--- src/rtl/pause_pkg.sv ---
package pause_pkg;
  localparam int unsigned QUANTUM_W = 16;

  typedef struct packed {
    logic load;
    logic dec;
  } cntCtl_t;
endpackage

--- src/rtl/pause_cnt_dp.sv ---
module pause_cnt_dp
  import pause_pkg::*;
#(
  parameter int unsigned W = QUANTUM_W
) (
  input  logic         clk,
  input  logic         rstN,
  input  cntCtl_t      ctl,
  input  logic [W-1:0] loadVal,
  output logic [W-1:0] count,
  output logic         cntZero
);
  localparam logic [W-1:0] ONE = W'(1);

  always_ff @(posedge clk) begin
    if (!rstN)
      count <= '0;
    else if (ctl.load)
      count <= loadVal;
    else if (ctl.dec)
      count <= count - ONE;
  end

  assign cntZero = (count == '0);
endmodule

--- src/rtl/pause_ctl.sv ---
module pause_ctl
  import pause_pkg::*;
(
  input  logic    pauseRxValid,
  input  logic    slotTick,
  input  logic    cntZero,
  input  logic    txBusy,
  input  logic    dataReq,
  input  logic    fcReq,
  output cntCtl_t ctl,
  output logic    dataGrant,
  output logic    fcGrant,
  output logic    txInhibit,
  output logic    pausedStatus
);
  logic idle;

  always_comb begin
    ctl.load = pauseRxValid;
    ctl.dec  = slotTick && !pauseRxValid && !cntZero;
  end

  assign idle         = !txBusy;
  assign txInhibit    = !cntZero;
  assign pausedStatus = txInhibit && idle;
  assign fcGrant      = idle && fcReq;
  assign dataGrant    = idle && dataReq && !fcReq && cntZero;
endmodule

--- src/rtl/pause_holdoff.sv ---
module pause_holdoff
  import pause_pkg::*;
#(
  parameter int unsigned W = QUANTUM_W
) (
  input  logic         clk,
  input  logic         rstN,
  input  logic         pauseRxValid,
  input  logic [W-1:0] pauseRxTime,
  input  logic         slotTick,
  input  logic         txBusy,
  input  logic         dataReq,
  input  logic         fcReq,
  output logic         dataGrant,
  output logic         fcGrant,
  output logic         txInhibit,
  output logic         pausedStatus
);
  cntCtl_t      ctl;
  logic [W-1:0] count;
  logic         cntZero;

  pause_ctl u_ctl (
    .pauseRxValid(pauseRxValid),
    .slotTick    (slotTick),
    .cntZero     (cntZero),
    .txBusy      (txBusy),
    .dataReq     (dataReq),
    .fcReq       (fcReq),
    .ctl         (ctl),
    .dataGrant   (dataGrant),
    .fcGrant     (fcGrant),
    .txInhibit   (txInhibit),
    .pausedStatus(pausedStatus)
  );

  pause_cnt_dp #(.W(W)) u_dp (
    .clk    (clk),
    .rstN   (rstN),
    .ctl    (ctl),
    .loadVal(pauseRxTime),
    .count  (count),
    .cntZero(cntZero)
  );
endmodule

--- config.mk ---
export PLATFORM = sky130hd
export DESIGN_NAME = pause_holdoff
export DESIGN_NICKNAME = d
export VERILOG_FILES = /design/src/rtl/pause_pkg.sv /design/src/rtl/pause_cnt_dp.sv /design/src/rtl/pause_ctl.sv /design/src/rtl/pause_holdoff.sv
export SDC_FILE = /design/constraint.sdc
export NUM_CORES = 1
export LEC_CHECK = 0
export CAP_MARGIN = 20
export CORE_MARGIN = 2
export CORE_UTILIZATION = 35
export CTS_BUF_LIST = sky130_fd_sc_hd__clkbuf_4
export CTS_CLUSTER_DIAMETER = 100
export DETAILED_ROUTE_END_ITERATION = 7
export GPL_TIMING_DRIVEN = 0
export PLACE_DENSITY = 0.61
export SETUP_SLACK_MARGIN = 0.5
export SLEW_MARGIN = 20
export SYNTH_ARGS = -nofsm -noshare
export SYNTH_HDL_FRONTEND = slang
export SYNTH_SLANG_ARGS = --single-unit
--- constraint.sdc ---
create_clock -name clk -period 2.1 [get_ports clk]
set_input_delay 0.315 -clock clk [delete_from_list [all_inputs] [get_ports clk]]
set_output_delay 0.315 -clock clk [all_outputs]
set_load 0.1 [all_outputs]
==> results.json <==
{
  "synth.area.top_cells": "dfxtp_1 32%, o21ai_0 7.4%, or4_1 7.4%",
  "synth-edff-count": 0,
  "relSlewSlack_pct": 64.88,
  "cts_buffer_depth": 2,
  "avgSynthCellArea_um2": 8.034,
  "rrSetupSlack_ns": -0.19,
  "vias": 1189,
  "critPathTopFamily": "simple AND/OR/NAND/NOR gates",
  "area_growth_pct": 67.61,
  "cts.clk_slew.worst_paths_ns": 0.11,
  "totalPowerFinal_uw": 888.5,
  "yosysSeqAreaShare_pct": 31.64,
  "top_register": "u_dp.count",
  "ys_types": 34,
  "status": "finished, violations left",
  "cp_num_buf_inv": 2,
  "die_h_um": 57.78,
  "skew_ns": 0.009044,
  "slew_viol_final": 0,
  "ys_ff_latch": 16,
  "gp_congestion": 0.7790,
  "crit_fanout": 8,
  "synthArstFlopShare_pct": 0,
  "synthCells": 126,
  "cpPeakStageDelay_ns": 0.62,
  "fin_util_pct": 61.52,
  "viasPerCell": 5.945,
  "largest_reg_flops": 16,
  "synth_area_mm2": 0.001012,
  "die-area_mm2": 0.003338,
  "grt_pass1_vias": 1077,
  "power_leakage_nw": 0.6186,
  "hold_viol": 0,
  "synth.most_common_cell": "dfxtp_1",
  "r2r_start": "u_dp.count[5]",
  "cts-htree-levels": 1,
  "antennaDiodeCount": 0,
  "holdBufCountCts": 0,
  "hpwl_um": 2122,
  "fin_ws_ns": -0.7500,
  "multiInputGateArea_um2": 822.0,
  "rsz0062_at_grt": "yes",
  "numPortBuffers": 26,
  "grt_overflow": 0,
  "seq_area_um2": 325.3,
  "core_mm2": 0.002758,
  "clock_sinks": 16,
  "clk-insertion-delay-late_ns": 0.30,
  "whs_ns": 0.5278,
  "peakVddDrop_mv": 0.4058,
  "cp_slowest_cell": "or4_4",
  "grt_pass1_wl_um": 5085,
  "worstSetupPathType": "reg2out",
  "worst_hold_path_type": "reg2reg",
  "setup.worst_path.end_class": "primary output",
  "drive_gt1_share_pct": 33.73,
  "ant_nets": 0,
  "tritoncts": "built",
  "finalCriticalPeriod_ns": 2.850,
  "synth_top_area_share_pct": 31.64,
  "first_pass_iters": 4,
  "synth_fp_nets": 151,
  "yosys-top-cells-count": "16 x dfxtp_1, 15 x o21ai_0, 10 x or4_1",
  "finalNetCount": 195,
  "drtIter0Drc": 33,
  "wl_per_cell_um": 15.47,
  "synthFlopType": "dfxtp_1",
  "violations": "negative setup slack",
  "crit_start": "u_dp.count[5]",
  "crit_chain": "or4_4 -> or4_4 -> clkbuf_16 -> nor4b_4 -> buf_6",
  "cp.required_ns": 1.78,
  "worst_slew_pin_slew_ns": 0.5268,
  "root_buffer": "clkbuf_4",
  "fmax_mhz": 350.9,
  "fillers": 243,
  "post-route-period-util_pct": 135.7,
  "antenna_found_initial": 0,
  "power.density_mw_per_mm2": 523.7,
  "crit_end": "dataGrant",
  "yosysWarnings": 0,
  "largest_registers": "u_dp.count (16)",
  "rows": 19,
  "numCtsBuffers": 3,
  "grt_max_degree": 11,
  "crit_top_cell": "or4_4",
  "crit_cells": 5,
  "grt.total_usage_pct": 19.50,
  "setup_viol": 6,
  "yosysTopAreaCell": "dfxtp_1",
  "crit_path_start_kind": "flip-flop",
  "wl_um": 3093,
  "start_util_pct": 36.71,
  "drc": 0,
  "regToRegEndpoint": "u_dp.count[3]",
  "io_pins": 27,
  "die_w_um": 57.78,
  "reg2regPathDepth": 7,
  "max_cap_viol_count": 0,
  "worstPathArrival_ns": 2.53
}
## metrics by stage
stage	cell area, um^2	setup slack (ns)	std cells	TNS (ns)
final	1697	-0.7500	200	-2.438
after global routing	1697	-0.8255	200	-3.216
after CTS	1627	-0.7535	198	-2.546
after detailed placement	1363	-1.416	183	-5.121
after global placement	1363	-1.387	183	-4.922
after floorplan	1064	-1.048	126	-1.318
## final cells by class
type,count,share of cell area (%)
multi-input combinational,97,48.45
timing repair buffer,39,23.30
tap,31,2.286
inverter,6,1.327
sequential,16,19.17
buffer,7,3.909
clock buffer,3,1.327
clock inverter,1,0.2212
## power breakdown
group | switching [mW] | leakage, nW | internal [mW]
logic | 0.174 | 0.469 | 0.178
registers | 0.0294 | 0.134 | 0.330
clock network | 0.108 | 0.0154 | 0.0692
## layer usage
layer | up-vias | track usage [%] | wire length (um)
met4 | 0 | 5.980 | 48
met2 | 35 | 32.14 | 1448
li1 | 588 | - | -
met3 | 9 | 2.902 | 155
met5 | - | 0 | 0
met1 | 557 | 26.35 | 1441
## how the worst min path moves through the flow
stage	depth (start not counted)	end	slack (ns)	start
after floorplan	2	u_dp.count[9]	0.45	rstN
final	2	u_dp.count[11]	0.53	u_dp.count[11]
after global placement	2	u_dp.count[1]	0.49	u_dp.count[1]
after CTS	2	u_dp.count[11]	0.53	u_dp.count[11]
after detailed placement	2	u_dp.count[1]	0.50	u_dp.count[1]
after global routing	2	u_dp.count[11]	0.57	u_dp.count[11]
## worst min-delay path, delay by kind of cell (launching register included)
kind | cells | cell delay [ns]
AO/OA/AOI/OAI | 1 | 0.07
flip-flops | 1 | 0.34
AND/OR/NAND/NOR | 1 | 0.07
## kinds of logic (layout without fill, tap and decap cells)
logic type               after synthesis  after routing  share of synthesized area (%)
XOR/XNOR                               1              1                         0.8654
buffers and inverters                 13             56                          5.562
flip-flops                            16             16                          31.64
AND/OR/NAND/NOR                       55             55                          34.49
adder cells (fa/ha/maj)                2              2                          2.472
AO/OA/AOI/OAI                         39             39                          24.97
## cell usage in the layout (no fill, tap or decap), types with 2 or more instances in the layout
cell type and count:
nand2b_1 3, clkdlybuf4s50_1 22, clkbuf_1 4, dfxtp_2 4
o31ai_1 2, nand4_1 5, inv_2 2, buf_6 5
dfxtp_1 12, ha_4 2, nor4b_4 2, inv_1 4
buf_4 11, nand3_1 5, or3_1 6, nor2_1 6
or4_1 5, a21oi_1 2, nor3_4 2, nor3b_2 2
or4_4 6, clkbuf_4 3, a31oi_1 6, o311a_1 2
o21ai_0 15, nor4_1 2
## timing repair
| action | in CTS | in global routing |
|---|---|---|
| setup endpoints to repair | 20 | 20 |
| setup buffers | 11 | 2 |
| pin swaps | 4 | 7 |
| gates resized for setup | 59 | 11 |
Power figures use the tool's default switching activity.
